### config.mk
export PLATFORM = sky130hd
export DESIGN_NAME = wdt_seq_window
export DESIGN_NICKNAME = d
export VERILOG_FILES = /design/src/rtl/wdt_pkg.sv /design/src/rtl/wdt_limit_sel.sv /design/src/rtl/wdt_key_seq.sv /design/src/rtl/wdt_counter.sv /design/src/rtl/wdt_seq_window.sv
export SDC_FILE = /design/constraint.sdc
export NUM_CORES = 1
export LEC_CHECK = 0
export ABC_AREA = 1
export BUFFER_PORTS_ARGS = -buffer_cell sky130_fd_sc_hd__buf_2
export CAP_MARGIN = 20
export CORE_MARGIN = 1.5
export CORE_UTILIZATION = 42
export DETAILED_ROUTE_END_ITERATION = 10
export GPL_TIMING_DRIVEN = 0
export PLACE_DENSITY_LB_ADDON = 0.3
export SYNTH_ARGS = -nofsm -noshare
export SYNTH_HDL_FRONTEND = slang
export SYNTH_SLANG_ARGS = --single-unit
export TNS_END_PERCENT = 100
### constraint.sdc
create_clock -name clk -period 2.68 [get_ports clk]
set_input_delay 0.536 -clock clk [delete_from_list [all_inputs] [get_ports clk]]
set_output_delay 0.536 -clock clk [all_outputs]
set_load 0.03 [all_outputs]
### src/rtl/wdt_pkg.sv
// Package: shared constants, state type and helpers for the key-sequence watchdog.
// Assumes: period exponents are at least 2 so that a quarter period is whole.
package wdt_pkg;

    localparam int SEL_W  = 2;
    localparam int DATA_W = 8;

    localparam logic [DATA_W-1:0] KEY_OPEN  = 8'h55;
    localparam logic [DATA_W-1:0] KEY_CLOSE = 8'hAA;

    typedef enum logic {
        SEQ_IDLE  = 1'b0,
        SEQ_ARMED = 1'b1
    } seq_state_t;

    // True for either of the two legal key bytes.
    function automatic logic is_key(input logic [DATA_W-1:0] d);
        return (d == KEY_OPEN) || (d == KEY_CLOSE);
    endfunction

    // Largest of six exponents, used to size the counter.
    function automatic int max6(input int a, input int b, input int c,
                                input int d, input int e, input int f);
        int m;
        m = a;
        if (b > m) m = b;
        if (c > m) m = c;
        if (d > m) m = d;
        if (e > m) m = e;
        if (f > m) m = f;
        return m;
    endfunction

endpackage

### src/rtl/wdt_limit_sel.sv
// Module: turns the period select and source select into the last count value
// and the window opening count. Purely combinational.
// Assumes: exponents are at least 2 and at most CNT_W.
module wdt_limit_sel
    import wdt_pkg::*;
#(
    parameter int SLOW_E1 = 5,
    parameter int SLOW_E2 = 8,
    parameter int SLOW_E3 = 10,
    parameter int BUS_E1  = 13,
    parameter int BUS_E2  = 16,
    parameter int BUS_E3  = 18,
    parameter int CNT_W   = 18
) (
    input  logic [SEL_W-1:0] tmo_sel,
    input  logic             src_bus,
    output logic             enabled,
    output logic [CNT_W-1:0] last_val,
    output logic [CNT_W-1:0] win_open
);

    localparam int NSEL = 1 << SEL_W;

    logic [CNT_W-1:0] slow_last [NSEL];
    logic [CNT_W-1:0] bus_last  [NSEL];
    logic [CNT_W-1:0] bus_win   [NSEL];

    // Build one table entry per select code; code 0 is the disabled slot.
    for (genvar i = 0; i < NSEL; i++) begin : g_tab
        localparam int SE = (i == 1) ? SLOW_E1 : (i == 2) ? SLOW_E2 : (i == 3) ? SLOW_E3 : 2;
        localparam int BE = (i == 1) ? BUS_E1  : (i == 2) ? BUS_E2  : (i == 3) ? BUS_E3  : 2;
        localparam logic [CNT_W:0] S_PER = (CNT_W+1)'(1) << SE;
        localparam logic [CNT_W:0] B_PER = (CNT_W+1)'(1) << BE;
        localparam logic [CNT_W:0] B_WIN = B_PER - (B_PER >> 2);
        assign slow_last[i] = CNT_W'(S_PER - 1);
        assign bus_last[i]  = CNT_W'(B_PER - 1);
        assign bus_win[i]   = CNT_W'(B_WIN);
    end

    // Select the active entry for the present configuration.
    always_comb begin
        enabled  = (tmo_sel != '0);
        last_val = src_bus ? bus_last[tmo_sel] : slow_last[tmo_sel];
        win_open = bus_win[tmo_sel];
    end

endmodule

### src/rtl/wdt_key_seq.sv
// Module: tracks the two-byte key sequence written to the service address.
// Flags a completed pair and any byte that is not a key. The window check is
// applied outside this module.
// Assumes: clr is raised on every reset event so that a partial pair is dropped.
module wdt_key_seq
    import wdt_pkg::*;
(
    input  logic              clk,
    input  logic              rst_n,
    input  logic              enabled,
    input  logic              clr,
    input  logic              wr,
    input  logic [DATA_W-1:0] data,
    output logic              pair_done,
    output logic              bad_byte,
    output logic              key_wr
);

    seq_state_t state_q;

    // Decode the current write against the tracker state.
    always_comb begin
        key_wr    = enabled && wr && is_key(data);
        bad_byte  = enabled && wr && !is_key(data);
        pair_done = enabled && wr && (data == KEY_CLOSE) && (state_q == SEQ_ARMED);
    end

    // Advance the tracker: only an opening key arms it, and any other write disarms it.
    always_ff @(posedge clk) begin
        if (!rst_n || clr || !enabled) begin
            state_q <= SEQ_IDLE;
        end else if (wr) begin
            state_q <= (data == KEY_OPEN) ? SEQ_ARMED : SEQ_IDLE;
        end
    end

endmodule

### src/rtl/wdt_counter.sv
// Module: the watchdog count register. Advances on adv, clears on clear, and
// reports when the count sits at or past the last value of the period.
// Assumes: the caller clears the count on the edge where it is at the last value and advancing.
module wdt_counter #(
    parameter int CNT_W = 18
) (
    input  logic             clk,
    input  logic             rst_n,
    input  logic             enabled,
    input  logic             clear,
    input  logic             adv,
    input  logic [CNT_W-1:0] last_val,
    output logic [CNT_W-1:0] cnt,
    output logic             at_last
);

    // Compare against the last value; >= covers a period shortened while counting.
    always_comb at_last = (cnt >= last_val);

    // Hold, clear or step the count.
    always_ff @(posedge clk) begin
        if (!rst_n || clear || !enabled) begin
            cnt <= '0;
        end else if (adv) begin
            cnt <= cnt + 1'b1;
        end
    end

endmodule

### src/rtl/wdt_seq_window.sv
// Module (top): key-sequence watchdog with an optional early-write window.
// Combines the period lookup, the key tracker and the counter, and registers
// a one-cycle reset request on a bad byte, an early key, or a timeout.
// Assumes: tick_1k is a synchronous one-cycle enable; the configuration inputs
// come from a register outside the block that holds its own reset defaults.
module wdt_seq_window
    import wdt_pkg::*;
#(
    parameter int SLOW_E1 = 5,
    parameter int SLOW_E2 = 8,
    parameter int SLOW_E3 = 10,
    parameter int BUS_E1  = 13,
    parameter int BUS_E2  = 16,
    parameter int BUS_E3  = 18
) (
    input  logic              clk,
    input  logic              rst_n,
    input  logic              svc_wr,
    input  logic [DATA_W-1:0] svc_data,
    input  logic              tick_1k,
    input  logic [SEL_W-1:0]  tmo_sel,
    input  logic              src_bus,
    input  logic              win_en,
    output logic              rst_req
);

    localparam int CNT_W = max6(SLOW_E1, SLOW_E2, SLOW_E3, BUS_E1, BUS_E2, BUS_E3);

    logic             enabled;
    logic [CNT_W-1:0] last_val;
    logic [CNT_W-1:0] win_open;
    logic [CNT_W-1:0] cnt_q;
    logic             at_last;
    logic             pair_done;
    logic             bad_byte;
    logic             key_wr;
    logic             adv;
    logic             early;
    logic             svc_ok;
    logic             timeout;
    logic             fault;
    logic             evt_clear;

    wdt_limit_sel #(
        .SLOW_E1(SLOW_E1), .SLOW_E2(SLOW_E2), .SLOW_E3(SLOW_E3),
        .BUS_E1(BUS_E1),   .BUS_E2(BUS_E2),   .BUS_E3(BUS_E3),
        .CNT_W(CNT_W)
    ) u_limit (
        .tmo_sel (tmo_sel),
        .src_bus (src_bus),
        .enabled (enabled),
        .last_val(last_val),
        .win_open(win_open)
    );

    wdt_key_seq u_seq (
        .clk      (clk),
        .rst_n    (rst_n),
        .enabled  (enabled),
        .clr      (evt_clear),
        .wr       (svc_wr),
        .data     (svc_data),
        .pair_done(pair_done),
        .bad_byte (bad_byte),
        .key_wr   (key_wr)
    );

    wdt_counter #(.CNT_W(CNT_W)) u_cnt (
        .clk     (clk),
        .rst_n   (rst_n),
        .enabled (enabled),
        .clear   (evt_clear),
        .adv     (adv),
        .last_val(last_val),
        .cnt     (cnt_q),
        .at_last (at_last)
    );

    // Combine advance source, window check, service and timeout into events.
    always_comb begin
        adv       = enabled && (src_bus || tick_1k);
        early     = src_bus && win_en && key_wr && (cnt_q < win_open);
        fault     = bad_byte || early;
        svc_ok    = pair_done && !early;
        timeout   = adv && at_last && !svc_ok;
        evt_clear = fault || timeout || svc_ok;
    end

    // Register the reset request so that it is a clean one-cycle pulse.
    always_ff @(posedge clk) begin
        if (!rst_n) begin
            rst_req <= 1'b0;
        end else begin
            rst_req <= fault || timeout;
        end
    end

endmodule

* After elaboration in Yosys (flattened, before gate mapping)
Cells that the tools add are included.
W data, S select, Z words.
** Cells by class
- Add/subtract/negate cells :: 1
- Order comparisons :: 3
- Equality and inequality tests :: 2
- Muxes and demuxes :: 11
- Bitwise gates (word level) :: 1
- Reductions and logical operators :: 25
** Operators by type and width (count)
- $mux W18 :: 7
- $bmux W18 S2 :: 3
- $add A18 B1 Y18 const B :: 1
- $ge A18 B18 Y1 :: 1
- $lt A18 B18 Y1 :: 1
- $logic_and A1 B1 Y1 :: 12
- $eq A8 B7 Y1 const B :: 1
- $eq A8 B8 Y1 const B :: 1
- $logic_or A1 B1 Y1 :: 7
- $logic_not A1 Y1 :: 5
- $ge A3 B3 Y1 const B :: 1
- $not A2 Y3 :: 1
- $reduce_bool A2 Y1 :: 1
- $mux W1 :: 1
** Word-level totals
- Register bits after elaboration :: 20
- Output and inout port bits :: 1
- Word-level logic and storage cells :: 46

* Longest topological paths before layout
- Depth after elaboration :: 14
- Gate-level depth with buffers :: 16

* By module
From an unflattened synthesis, not the netlist that was laid out.
** Second synthesis, totals
- Cells, all modules :: 399
- Area, all modules :: 2478.6 um2
** Modules (own cells, without submodules)
- wdt_counter :: instances 1, cells an instance 227, area each 1462.7 um2, seq. area each 360.3 um2
- wdt_seq_window :: instances 1, cells an instance 96, area each 578.1 um2, seq. area each 20.0 um2
- wdt_limit_sel :: instances 1, cells an instance 45, area each 277.8 um2, seq. area each 0.0 um2
- wdt_key_seq :: instances 1, cells an instance 31, area each 160.2 um2, seq. area each 20.0 um2

* Worst setup path after synthesis
OpenSTA, ideal clock, no wires.
- Kind :: in2reg
- Start point :: in src_bus
- End point :: reg u_cnt.cnt[9]
- Arrival time :: 2.119 ns
- Required time :: 2.619 ns
- Path slack :: 0.500 ns
- Stages on the path :: 15
- Path buffers :: 1
- Cell sequence :: a21oi_1 > o21bai_1 > ha_1 > nand2_1 > inv_1 > nand2_1 > nand2_1 > nand2_1 > nand2_1 > nor2_1 > a21oi_2 > nor2_4 > nand2_4 > buf_8 > nor2_4
** On the way
- Word-level cells in the longest chain between the ends :: 11
- Elaborated cells on any way between the ends :: 17
** RTL lines
- start: declaration :: RTL line wdt_seq_window.sv:22 : input logic src_bus,
- parallel branches: the longest is 11 deep, another holds $ge A18 B18 Y1
- end signal: assignment :: RTL line wdt_counter.sv:25 : cnt <= cnt + 1'b1;
- end: declaration :: RTL line wdt_counter.sv:13 : output logic [CNT_W-1:0] cnt,
Parallel ways; which one is timed is not known.
A chain may end at the register's enable or synchronous reset.

* Final worst setup path
- Start point :: in src_bus
- End point :: reg u_cnt.cnt[8]
Same word-level chain as after synthesis.

==> results.yml <==
critical_path:
  timing.critical_path.to: "u_cnt.cnt[8]"
  endpoint_kind: "flip-flop"
  critPathLaunchType: "primary input"
  worst_ep_arrival_time_ns: 2.56
  worst_path_largest_cell_delay_ns: 0.30
  family_with_the_most_delay_on_the_worst_path: "simple AND/OR/NAND/NOR gates"
  critical_path.max_fanout: 10
  critPathKind: "primary input to flip-flop"
  worst_ep_required_time_ns: 2.88
  reg2regPathDepth: 14
  critical-path-slowest-cell: "a21oi_1"
  r2r-end: "u_cnt.cnt[8]"
  worst_path_most_repeated_cell: "nand2_1"
  timing.reg2reg.setup_slack_ns: 0.69
  crit_chain: "buf_2, a21oi_1, o21bai_1, ha_1, nand2_1, inv_1, nand2_1, nand2_1, nand2_1, nand2_1, nor2_1, a21oi_2, nor2_4, nand2_4, buf_8, nor2_4"
  worstReg2RegStart: "u_cnt.cnt[11]"
  launch_point_of_the_worst_path: "src_bus"
  critPathBufInv: 3
  cp_num_cells: 16
synthesis:
  yosysTopAreaCellShare_pct: 21.4
  synth.area.top_cells: "dfxtp_1, nand2_1, ha_1"
  yosys.cell_count.top_type: "nand2_1"
  synth.yosys.seq_area_share_pct: 21.4
  synth_nets: 309
  synthesis.area_per_instance_sq_um: 6.96
  synth-xor-area-share_pct: 7.49
  post_synthesis_async_set_or_reset_flop_share_pct: 0
  netlist-cell-type-count: 28
  synth.top_cells.by_count: "nand2_1, inv_1, nor2_1, ha_1, dfxtp_1"
  postSynthCellCount: 269
  synth_compound_area_share_pct: 4.28
  synth_top_family_by_area: "simple AND/OR/NAND/NOR gates"
  synth_area_leader_cell: "dfxtp_1"
  synth.ff_latch_count: 20
  synth_mux_area_share_pct: 0.535
  yosys.area_share.simple_pct: 41.4
  synth.cell_area_sq_um: 1870
  yosys_warn_count: 0
  synth_edf_count: 0
  synthAdderAreaFrac_pct: 16.0
  yosys_most_used_dff: "dfxtp_1"
clock_tree:
  cts.clk_slew.worst_paths_ns: 0.09
  cts_htree_levels: 1
  cts-root-to-sink-buffers: 2
  cts_tree: "built"
  cts.sinks: 20
  cts.repair.resized: 0
  clock_latency_ns: 0.27
  post_cts_buffers: 0
  cts-hold-fix-buffers: 0
  cts_buffers: 3
  cts.root.buffer_cell: "clkbuf_8"
layout:
  n_antenna_cell: 0
  nNetsFinal: 330
  drive_above_1_share_pct: 17.3
  fillers: 437
  seqCellArea_sq_um: 400
  design_area_sq_um: 2090
  area_delta_synth_final_pct: 11.6
  multiInputGateArea_sq_um: 1310
placed_design:
  place_worst_setup_slack_ns: 0.0402
  routability_cong: 0.784
  buffer_ports.inserted: 16
  detailed_place.area_sq_um: 2020
  hpwl_microns: 2740
pwr:
  irDropWorstVdd_uv: 236
  static-leakage-power_nw: 1.02
  power_density_nw_per_um2: 346
  design_power_total_mw: 0.722
sta:
  final.min_clock_period_ns: 2.36
  rsz0062_at_grt: "no"
  slew_headroom_pct: 77.6
  finalHoldViolations: 0
  timing.clock.skew_ns: 0.0127
  layout_setup_ws_ns: 0.321
  setup_violations: 0
  finalCritPeriodShare_pct: 88.0
  timing.final.max_slew_violations: 0
  hold_ws_ns: 0.481
  fmax_ghz: 0.424
  fin_setup_tns_ns: 0
  tightest_slew_ns: 0.335
drt:
  drt-initial-drc-count: 59
  vias_per_cell: 4.66
  post-route-drc-count: 0
  detailroute.via_count: 1588
  wl_microns: 3500
  antenna_violating_nets_post_route: 0
  detail_route.wl_per_cell_microns: 10.3
  first_pass_iters: 4
grt:
  number_of_global_route_vias_before_repair: 1474
  grt-ovfl-total: 0
  grt_antenna_before_repair: 0
  grt_max_degree: 13
  grt_pass1_wl_microns: 6350
  globalRouteTotalUtil_pct: 15.7
floorplan:
  num_io_pins: 17
  floorplan.rows: 24
  floorplan.initialDensity_pct: 43.3
  core_area_sq_um: 4320
  die_height_microns: 69.8
  die_w_microns: 69.8
  die_area_sq_um: 4870
worst_hold_path:
  hold_class: "primary input to flip-flop"
job:
  max_cap_violations: 0
outcome:
  result_of_the_run: "completed"
[cells in the final DEF (no fill, tap or decap), types with 3 or more instances in the layout]
master and count:
nor2_1 33, nor2_4 15, xor2_1 10, nand3_1 5, nor3_1 3, inv_1 37, xnor2_1 6, buf_2 16
clkbuf_8 3, ha_1 24, nand3_2 3, inv_2 3, nand4_1 6, a21oi_1 5, nand2_1 82, dfxtp_1 20
[power breakdown]
part           internal [mW]  leakage, nW  switching, mW
clock                  0.199       0.0357          0.114
sequential             0.300        0.162        0.00266
combinational         0.0387        0.826         0.0674
total                  0.538         1.02          0.184
[cells by family (layout without fill, tap and decap cells)]
group | Yosys count | count (layout)
AOI/OAI and AO/OA | 13 | 13
xor gates and xnor gates | 16 | 16
adders and majority gates | 24 | 24
buffers and inverters | 41 | 61
DFF | 20 | 20
muxes | 1 | 1
and+or+nand+nor | 154 | 154
[flip-flops by register name (all words and copies together), names as in the netlist]
| name | flops |
|---|---|
| u_cnt.cnt | 18 |
| rst_req | 1 |
| u_seq.state_q | 1 |
[per-layer routing]
layer	wire, microns	GRT usage, %
met2	1570	26.7
met4	23	1.92
met3	105	2.62
met1	1810	21.4
met5	0	0
[worst min-delay path: cells and delay by family]
family | cells | cell delay (ns)
buf+inv | 2 | 0.14
simple gates | 1 | 0.03
[metrics by stage]
step / util, % / instances
global placement: 46.6 / 337
CTS: 48.3 / 341
floorplan: - / 269
global route: 48.3 / 341
detailed placement: 46.6 / 337
finish: 48.3 / 341
[final cells by class]
| class | count | share of cell area, % |
|---|---|---|
| sequential | 20 | 19.2 |
| clock inverter | 1 | 1.44 |
| inverter | 40 | 7.19 |
| buffer | 1 | 0.719 |
| timing repair buffer | 16 | 3.83 |
| clock buffer | 3 | 1.98 |
| tap | 52 | 3.12 |
| multi-input combinational | 208 | 62.6 |
[worst min path at each step]
| stage | startpoint | end | slack (ns) | cells after the start |
|---|---|---|---|---|
| 2_1_floorplan | u_seq.state_q | u_seq.state_q | 0.49 | 2 |
| 3_3_place_gp | u_seq.state_q | u_seq.state_q | 0.51 | 2 |
| 3_5_place_dp | u_seq.state_q | u_seq.state_q | 0.51 | 2 |
| 4_1_cts | rst_n | rst_req | 0.48 | 3 |
| 5_1_grt | rst_n | rst_req | 0.50 | 3 |
| 6_report | rst_n | rst_req | 0.48 | 3 |
(Power assumes the default switching activity.)
